==> src/rtl/abaud_pkg.sv <==
package abaud_pkg;
  typedef enum logic [1:0] {PH_FAST = 2'd0, PH_SLOW = 2'd1, PH_SEND = 2'd2, PH_LOCK = 2'd3} phase_t;
  typedef enum logic [1:0] {RX_IDLE, RX_START, RX_DATA, RX_STOP} rx_st_t;

  localparam logic [7:0] CAL_BYTE = 8'hAA;
  localparam logic [7:0] ACK_BYTE = 8'h55;

  // one step toward a slower rate (larger divisor)
  function automatic int div_slower(int d, int step, int dmax);
    return (d + step > dmax) ? dmax : d + step;
  endfunction

  // one step toward a faster rate (smaller divisor)
  function automatic int div_faster(int d, int step, int dmin);
    return (d - step < dmin) ? dmin : d - step;
  endfunction

  function automatic int div_centre(int a, int b);
    return (a + b) / 2;
  endfunction

  function automatic int idle_limit(int d, int bits);
    return d * bits;
  endfunction
endpackage

==> src/rtl/abaud_rx.sv <==
module abaud_rx
  import abaud_pkg::*;
#(
  parameter int DIV_W = 8
) (
  input  logic             clk,
  input  logic             rst_n,
  input  logic             rx,
  input  logic [DIV_W-1:0] div,
  output logic             done,
  output logic [7:0]       data,
  output logic             frame_ok,
  output logic             busy
);
  rx_st_t           st;
  logic             s1, s2, prev;
  logic [DIV_W-1:0] cnt;
  logic [2:0]       bitn;
  logic [7:0]       shreg;
  logic [DIV_W-1:0] half;

  assign half = div >> 1;
  assign busy = (st != RX_IDLE);

  always_ff @(posedge clk or negedge rst_n) begin
    if (!rst_n) begin
      s1 <= 1'b1; s2 <= 1'b1; prev <= 1'b1;
      st <= RX_IDLE; cnt <= '0; bitn <= '0; shreg <= '0;
      done <= 1'b0; data <= '0; frame_ok <= 1'b0;
    end else begin
      s1   <= rx;
      s2   <= s1;
      prev <= s2;
      done <= 1'b0;
      case (st)
        RX_IDLE: if (prev && !s2) begin
          st  <= RX_START;
          cnt <= '0;
        end
        RX_START: if (cnt == half - 1'b1) begin
          cnt  <= '0;
          bitn <= '0;
          st   <= s2 ? RX_IDLE : RX_DATA;
        end else cnt <= cnt + 1'b1;
        RX_DATA: if (cnt == div - 1'b1) begin
          cnt   <= '0;
          shreg <= {s2, shreg[7:1]};
          bitn  <= bitn + 1'b1;
          if (bitn == 3'd7) st <= RX_STOP;
        end else cnt <= cnt + 1'b1;
        RX_STOP: if (cnt == div - 1'b1) begin
          cnt      <= '0;
          done     <= 1'b1;
          data     <= shreg;
          frame_ok <= s2;
          st       <= RX_IDLE;
        end else cnt <= cnt + 1'b1;
        default: st <= RX_IDLE;
      endcase
    end
  end
endmodule

==> src/rtl/abaud_tx.sv <==
module abaud_tx #(
  parameter int DIV_W = 8
) (
  input  logic             clk,
  input  logic             rst_n,
  input  logic             start,
  input  logic [7:0]       data,
  input  logic [DIV_W-1:0] div,
  output logic             tx,
  output logic             done
);
  logic [9:0]       sreg;
  logic [3:0]       bitn;
  logic [DIV_W-1:0] cnt;
  logic             active;

  assign tx = active ? sreg[0] : 1'b1;

  always_ff @(posedge clk or negedge rst_n) begin
    if (!rst_n) begin
      sreg <= '1; bitn <= '0; cnt <= '0; active <= 1'b0; done <= 1'b0;
    end else begin
      done <= 1'b0;
      if (!active) begin
        if (start) begin
          sreg   <= {1'b1, data, 1'b0};
          active <= 1'b1;
          cnt    <= '0;
          bitn   <= '0;
        end
      end else if (cnt == div - 1'b1) begin
        cnt  <= '0;
        sreg <= {1'b1, sreg[9:1]};
        if (bitn == 4'd9) begin
          active <= 1'b0;
          done   <= 1'b1;
        end else bitn <= bitn + 1'b1;
      end else cnt <= cnt + 1'b1;
    end
  end
endmodule

==> src/rtl/abaud_ctrl.sv <==
module abaud_ctrl
  import abaud_pkg::*;
#(
  parameter int DIV_W    = 8,
  parameter int DIV_MIN  = 16,
  parameter int DIV_MAX  = 41,
  parameter int STEP     = 4,
  parameter int TMO_BITS = 12,
  parameter int TMO_W    = DIV_W + $clog2(TMO_BITS + 1)
) (
  input  logic             clk,
  input  logic             rst_n,
  input  logic             byte_done,
  input  logic             byte_match,
  input  logic             rx_busy,
  input  logic             tx_done,
  output logic             tx_start,
  output phase_t           phase,
  output logic [DIV_W-1:0] div,
  output logic             timeout_hit
);
  logic [DIV_W-1:0] fast_lim;
  logic [TMO_W-1:0] idle_cnt;
  logic             sent_one;
  logic             searching;

  assign searching   = (phase == PH_FAST) || (phase == PH_SLOW);
  assign timeout_hit = searching && !rx_busy && !byte_done &&
                       (int'(idle_cnt) >= idle_limit(int'(div), TMO_BITS) - 1);

  always_ff @(posedge clk or negedge rst_n) begin
    if (!rst_n) begin
      phase <= PH_FAST; div <= DIV_W'(DIV_MIN); fast_lim <= '0;
      idle_cnt <= '0; sent_one <= 1'b0; tx_start <= 1'b0;
    end else begin
      tx_start <= 1'b0;
      if (!searching || rx_busy || byte_done || timeout_hit) idle_cnt <= '0;
      else idle_cnt <= idle_cnt + 1'b1;

      if (timeout_hit) begin
        phase    <= PH_FAST;
        div      <= DIV_W'(DIV_MIN);
        fast_lim <= '0;
      end else begin
        case (phase)
          PH_FAST: if (byte_done) begin
            if (byte_match) begin
              fast_lim <= div;
              div      <= DIV_W'(DIV_MAX);
              phase    <= PH_SLOW;
            end else div <= DIV_W'(div_slower(int'(div), STEP, DIV_MAX));
          end
          PH_SLOW: if (byte_done) begin
            if (byte_match) begin
              div      <= DIV_W'(div_centre(int'(fast_lim), int'(div)));
              phase    <= PH_SEND;
              tx_start <= 1'b1;
              sent_one <= 1'b0;
            end else div <= DIV_W'(div_faster(int'(div), STEP, DIV_MIN));
          end
          PH_SEND: if (tx_done) begin
            if (sent_one) phase <= PH_LOCK;
            else begin
              sent_one <= 1'b1;
              tx_start <= 1'b1;
            end
          end
          default: ;
        endcase
      end
    end
  end
endmodule

==> src/rtl/abaud_slave.sv <==
module abaud_slave
  import abaud_pkg::*;
#(
  parameter int DIV_W    = 8,
  parameter int DIV_MIN  = 16,
  parameter int DIV_MAX  = 41,
  parameter int STEP     = 4,
  parameter int TMO_BITS = 12
) (
  input  logic             clk,
  input  logic             rst_n,
  input  logic             rx,
  output logic             tx,
  output logic             locked,
  output logic [DIV_W-1:0] rate_div,
  output logic [1:0]       cal_phase
);
  logic       byte_done, frame_ok, rx_busy, byte_match;
  logic [7:0] rx_data;
  logic       tx_start, tx_done, timeout_hit;
  phase_t     phase;

  abaud_rx #(.DIV_W(DIV_W)) u_rx (
    .clk(clk), .rst_n(rst_n), .rx(rx), .div(rate_div),
    .done(byte_done), .data(rx_data), .frame_ok(frame_ok), .busy(rx_busy)
  );

  // a bad stop bit counts as a mismatch
  assign byte_match = frame_ok && (rx_data == CAL_BYTE);

  abaud_ctrl #(
    .DIV_W(DIV_W), .DIV_MIN(DIV_MIN), .DIV_MAX(DIV_MAX),
    .STEP(STEP), .TMO_BITS(TMO_BITS)
  ) u_ctrl (
    .clk(clk), .rst_n(rst_n), .byte_done(byte_done), .byte_match(byte_match),
    .rx_busy(rx_busy), .tx_done(tx_done), .tx_start(tx_start),
    .phase(phase), .div(rate_div), .timeout_hit(timeout_hit)
  );

  abaud_tx #(.DIV_W(DIV_W)) u_tx (
    .clk(clk), .rst_n(rst_n), .start(tx_start), .data(ACK_BYTE),
    .div(rate_div), .tx(tx), .done(tx_done)
  );

  assign cal_phase = phase;
  assign locked    = (phase == PH_LOCK);
endmodule

==> config.mk <==
export PLATFORM = sky130hd
export DESIGN_NAME = abaud_slave
export DESIGN_NICKNAME = d
export VERILOG_FILES = /design/src/rtl/abaud_pkg.sv /design/src/rtl/abaud_rx.sv /design/src/rtl/abaud_tx.sv /design/src/rtl/abaud_ctrl.sv /design/src/rtl/abaud_slave.sv
export SDC_FILE = /design/constraint.sdc
export NUM_CORES = 1
export LEC_CHECK = 0
export BUFFER_PORTS_ARGS = -buffer_cell sky130_fd_sc_hd__buf_2
export CAP_MARGIN = 20
export CORE_ASPECT_RATIO = 0.6
export CORE_UTILIZATION = 40
export CTS_CLUSTER_DIAMETER = 60
export DETAILED_ROUTE_END_ITERATION = 6
export PLACE_DENSITY = 0.64
export SETUP_SLACK_MARGIN = 0.2
export SYNTH_ARGS = -nofsm -noshare
export SYNTH_HDL_FRONTEND = slang
export SYNTH_HIERARCHICAL = 1
export SYNTH_SLANG_ARGS = --single-unit
==> constraint.sdc <==
create_clock -name clk -period 4.6 [get_ports clk]
set_input_delay 0.46 -clock clk [delete_from_list [all_inputs] [get_ports clk]]
set_output_delay 0.46 -clock clk [all_outputs]
set_load 0.1 [all_outputs]
# Yosys cells after proc, flatten, opt, wreduce, memory -nomap -nowiden
# Index checks and enable logic that the tools add are counted.
[word_totals] output_inout_bits=12 word_cells=167 regBits=90 in_bits=3
[classes] mul=1 n_bitwise=2 add_sub_neg=12 reduce_logical=35 n_mux=65 order_cmp=3 eq_ne=28
[ops] cell="$mux 8" count=17
[ops] cell="$ge 13x32->1" count=1
[ops] cell="$sub 32x2->32 const B" count=1
[ops] cell="$mux 10" count=3
[ops] cell="$mux 2" count=13
[ops] cell="$eq 8x8->1" count=3
[ops] cell="$pmux 8 s3" count=1
[ops] cell="$mux 1" count=18
[ops] cell="$add 8x1->8 const B" count=2
[ops] cell="$mux 4" count=4
[ops] cell="$pmux 8 s2" count=1
[ops] cell="$reduce_bool 2->1" count=7
[ops] cell="$add 12x1->12 const B" count=1
[ops] cell="$mux 12" count=1
[ops] cell="$ne 2x1->1 const B" count=6
[ops] cell="$ne 3x2->1 const B" count=4
[ops] cell="$reduce_and 3->1" count=4
[ops] cell="$mul 8x2->10 const B" count=1
[ops] cell="$reduce_and 5->1" count=2
[ops] cell="$add 8x3->9 const B" count=1
[ops] cell="$add 8x8->9" count=1
[ops] cell="$gt 9x6->1 const B" count=1
[ops] cell="$lt 9x6->1 const B" count=1
[ops] cell="$sub 8x3->9 const B" count=1
[ops] cell="28 further kinds" count=51

# Logic depth before layout (Yosys ltp)
[depth] word_depth=7 ltp_mapped=21 depth_no_buf=18

# Cells and area by module
# Netlist, hierarchy kept.
[by_module_without_submodules] mod="abaud_ctrl" instances=1 seq_area_each_um2=802.0 area_per_inst_um2=3193.1 cells_per_inst=361
[by_module_without_submodules] mod="abaud_rx" instances=1 seq_area_each_um2=854.6 area_per_inst_um2=2000.7 cells_per_inst=197
[by_module_without_submodules] mod="abaud_tx" instances=1 seq_area_each_um2=586.8 area_per_inst_um2=1519.0 cells_per_inst=150
[by_module_without_submodules] mod="abaud_slave" instances=1 seq_area_each_um2=0.0 area_per_inst_um2=42.5 cells_per_inst=6

# Least setup slack after synthesis
# OpenSTA, ideal clock, no wires.
[synth_timing] path_type="reg-to-reg" from="reg u_ctrl.div[2]" to="reg u_ctrl.div[2]" setup_slack_ns=-0.371 t_required_ns=4.475 path_stages_with_launch=20 t_arrival_ns=4.846 synth_period_minus_slack_ns=4.971 setup_ns=0.125 path_buffers=1 path_cell_list="dfrtp_1 inv_1 ha_1 buf_6 xor2_2 or4_1 mux2i_4 and3_4 nand2_1 xnor2_1 o21ai_0 xnor2_1 ha_1 nand4_1 a21oi_1 a221oi_1 or2_2 o31ai_4 o21ai_2 a32o_1"
[synth_between] elab_chain_cells=7 elab_cells_between_ends=22 classes_between="add/sub (5); mul (1); order compare (3); eq/ne (2); mux (8); reduce/logical (3)"
[synth_lines] item="start: declaration" line="abaud_ctrl.sv:19" text="output logic [DIV_W-1:0] div,"
[synth_lines] item="start signal: assignment" line="abaud_ctrl.sv:42" text="div <= DIV_W'(DIV_MIN);"
[synth_lines] item="start signal: assignment" line="abaud_ctrl.sv:49" text="div <= DIV_W'(DIV_MAX);"
[synth_lines] item="start signal: assignment" line="abaud_ctrl.sv:51" text="end else div <= DIV_W'(div_slower(int'(div), STEP, DIV_MAX));"
[synth_lines] item="branches (longest 7 deep; another with $sub 32x2->32)"
# Parallel ways; which one is timed is not known. The select of a mux whose other input is x is not followed.
# A chain may end at the register's enable or synchronous reset.

# Final worst setup path
[layout_timing] from="reg u_ctrl.div[1]" to="reg u_ctrl.div[2]"
[layout_between] elab_cells_between_ends=22 classes_between="add/sub (5); mul (1); order compare (3); eq/ne (2); mux (8); reduce/logical (3)"
[layout_lines] item="$mul 8x2->10 (*)" line="abaud_pkg.sv:23" text="return d * bits;"
[layout_lines] item="$sub 32x2->32 (*)" line="abaud_ctrl.sv:29" text="(int'(idle_cnt) >= idle_limit(int'(div), TMO_BITS) - 1);"
[layout_lines] item="$ge 13x32->1 (*)" line="abaud_ctrl.sv:29"
[layout_lines] item="$logic_and 1x1->1 (*)" line="abaud_ctrl.sv:28" text="assign timeout_hit = searching && !rx_busy && !byte_done &&"
[layout_lines] item="net timeout_hit" line="abaud_slave.sv:20" text="logic tx_start, tx_done, timeout_hit;"
[layout_lines] item="$ne 3x2->1 (no line) or $reduce_bool 3->1 (tied branches)"
[layout_lines] item="$reduce_and 3->1 (no line)"
# Mark *: on every way through the listed nets, which the timed path passes. The rest lies on a longest branch. The select of a mux whose other input is x is not followed.

==> run metrics <==
CP peak stage delay 0.54 ns; # rows 36; Rel. slew slack 41.8%; clock sink count 89; RR Startpoint u_ctrl/div[1]; GPL Wtd Cong between 0.8 and 0.9; post-synthesis adder-cell area fraction 9.85%; CTS Root Cell clkbuf_16; outcome completed; pwr dens 320 mW/mm^2; Worst-Margin Slew 0.874 ns; global-route wire length before repair 26,100 um; leak pwr about 3.3 nW; diode count 0; post-route total power 2.40 mW; mux cell area share after synthesis 5.91%; Num CTS Buffers 9; crit-path cells ha_4 -> fa_2 -> buf_4 -> or4_1 -> and4bb_2 -> o21a_1 -> ha_1 -> ha_1 -> nand4_1 -> a21oi_1 -> a221oi_1 -> or2_4 -> o31ai_4 -> buf_12 -> o21ai_4 -> a32o_1; drt pass-1 iters 5; final setup fails 0; crit path DAT 4.53 ns; Synth Area in Compound Gates 18.1%; DR vias between 5,000 and 6,000; most numerous cell in the Yosys netlist dfrtp_1; largest net degree at the start of global routing 67; Fmax achieved roughly 230 MHz; post-synthesis sequential area ratio 33.2%; XOR/XNOR share of the synthesized area between 8 and 9%; top cells by count, synth dfrtp_1 (76), nor2_1 (53), ha_1 (50); DIE AREA around 0.017 sq mm; Post-synth EDFFs 0; GRT Overall Usage 19.0%; placed cell count ~950; Routed Antenna Nets 0; clock network latency to the later pin of the worst-skew pair approximately 0.34 ns; die width approximately 170 um; unrepaired setup endpoints after global routing yes; maximum VDD drop 171 uV; Layout area overhead 10.8%; TritonCTS clock tree built; routed len/inst between 15 and 20 um; hpwl dp 11,100 um; # IOs 15; R2R Setup Slk 0.29 ns; final hold violation count 0; Final #Nets 791; vias in the first global route between 4,000 and 5,000; Synth async-reset ratio 100%; 1st-iter DRT viols just under 400; Starting Density between 40 and 50%; Mean Syn Cell Area 9.46 sq um; Yosys top cell by area dfrtp_1; Critical Path Slowest Stage Cell or4_1; number of non-filler instances in the completed layout 969; Total Routed Length between 15,000 and 20,000 um; core area 0.0164 sq mm; Max FO, Critical Path 6; Die H between 100 and 150 um; initial antenna violation count 0; minimum clock period after layout between 4 and 5 ns; FILL cells 1,575; main combinational cell family by area after synthesis simple AND/OR/NAND/NOR gates; IO Port Bufs 14; Yosys cell types 96; DRC viols 0; H-tree depth 3; Gate Count Post-Synth 714; Most used DFF post-synth dfrtp_1; Setup TNS Final 0 ns; post-synthesis simple-gate area fraction 19.2%; Max Cap Viol 0; count of final max-slew check failures 0; number of vias per cell around 5.4; top cells by area, synth dfrtp_1 (28%), ha_1 (9.3%), xnor2_1 (5.2%), dfstp_2 (5.1%), mux2_2 (4.8%); Clock Tree Buf Depth 2; CP Capture Type register; crit path kind reg2reg; clk slew on worst S/H paths around 0.070 ns; CP Launch Type register; Synth top area share between 20% and 30%; Hold WC Path Type in2async; total gr overflow 0; post-synthesis register bit count 89; Final Cycle Share a little over nine tenths; most frequent CP cell ha_1; clk_skew 0.0143 ns; Synth Warn # 6; WP data required slightly below 5 ns; critical path launch point u_ctrl/div[1]; ratio of cells with drive above 1 in the final layout approximately 20%; Post-Syn Area slightly below 0.007 sq mm
critical path, delay by kind of cell (launching register included):
family / cells / cell delay (ns)
simple gates: 4 / 1.24
fa+ha+maj: 4 / 1.21
flops: 1 / 0.50
buf+inv: 2 / 0.34
compound gates: 6 / 0.92
registers in the layout, indices dropped and copies added (netlist names), 4 cells and up, named ones only:
| register | cells |
|---|---|
| u_ctrl/fast_lim | 8 |
| u_ctrl/idle_cnt | 12 |
| u_ctrl/div | 8 |
| u_rx/cnt | 8 |
| u_rx/data | 8 |
| u_rx/shreg | 8 |
| u_tx/sreg | 9 |
| u_tx/cnt | 8 |
| u_tx/bitn | 4 |
stage by stage:
stage / hold WS, ns / area, sq um / setup slack [ns] / util [%]
after detailed placement: 0.348 / 7080 / 0.0231 / 43.3
after floorplan: 0.164 / 6810 / 0.216 / -
after global routing: 0.208 / 7480 / 0.0841 / 45.8
after CTS: 0.215 / 7410 / 0.202 / 45.3
after global placement: 0.347 / 7080 / 0.0396 / 43.3
final: 0.220 / 7480 / 0.291 / 45.8
worst paths after layout:
check / depth (start not counted) / end
worst min-delay path: 1 / u_ctrl/idle_cnt[7]
min in group clk: 1 / u_rx/s1
worst max register to register: 16 / u_ctrl/div[2]
worst min register to register: 0 / u_rx/s2
max in group asynchronous: 2 / u_ctrl/div[4]
worst max-delay path: 16 / u_ctrl/div[2]
layout by cell type, fill, tap and decap left out, types with 5 or more instances in the layout:
master	netlist	routed
ha_1	50	49
or2_2	7	6
inv_1	40	40
clkbuf_16	0	10
o21ai_0	21	20
nand4_1	6	6
or4_1	7	5
mux2_2	29	29
or3_1	6	6
and3_1	11	11
dfrtp_1	76	69
nand3_1	21	21
dfrtp_4	0	5
a21o_1	11	11
a211o_1	5	5
xnor2_1	40	40
nor3b_1	5	5
buf_4	2	23
buf_2	4	13
nor2_4	8	8
dfstp_2	13	12
o21bai_1	6	6
a211oi_1	7	6
nand2b_1	9	9
nor3_1	13	13
conb_1	2	8
xor2_1	20	20
nor2b_1	7	7
mux2i_1	5	5
o211ai_1	9	9
nor2_1	53	53
a21oi_1	42	42
nand2_1	48	47
a32o_1	7	7
power by group:
part	total [mW]	switching (mW)	internal (mW)
sequential	0.942	0.103	0.839
combinational	0.734	0.425	0.309
clock	0.720	0.316	0.404
cell families (layout without fill, tap and decap cells):
logic type                 count (synthesis)  in the layout
xor gates and xnor gates                  61             61
buffers and inverters                     73             94
DFF                                       89             89
and+or+nand+nor                          234            234
other                                      2              8
muxes                                     35             35
AOI/OAI and AO/OA                        168            168
adders and majority gates                 52             52
area by class of cell:
cell class / instances / area, sq um / area share, %
multi-input cells: 558 / 4230 / 56.5
flip-flops and latches: 89 / 2270 / 30.3
inverters: 41 / 154 / 2.06
well taps: 228 / 285 / 3.81
repair buffers: 37 / 258 / 3.44
clock inverters: 4 / 33.8 / 0.451
clock buffers: 12 / 258 / 3.44
timing repair:
| item | CTS | global route |
|---|---|---|
| setup buffers | 3 | 2 |
| endpoints found under the setup margin | 20 | 23 |
| pin swaps | 2 | 6 |
| hold buffers | 0 | 0 |
| gates resized for setup | 4 | 8 |
per-layer routing:
layer / vias to the layer above / track usage [%] / part of all wire, %
met2: 128 / 25.7 / 38
li1: 2596 / - / -
met5: - / 0 / 0
met1: 2544 / 30.2 / 55
met4: 0 / 4.23 / 0.77
met3: 13 / 3.76 / 6.6
No activity file was read; power rests on OpenSTA's default activity.
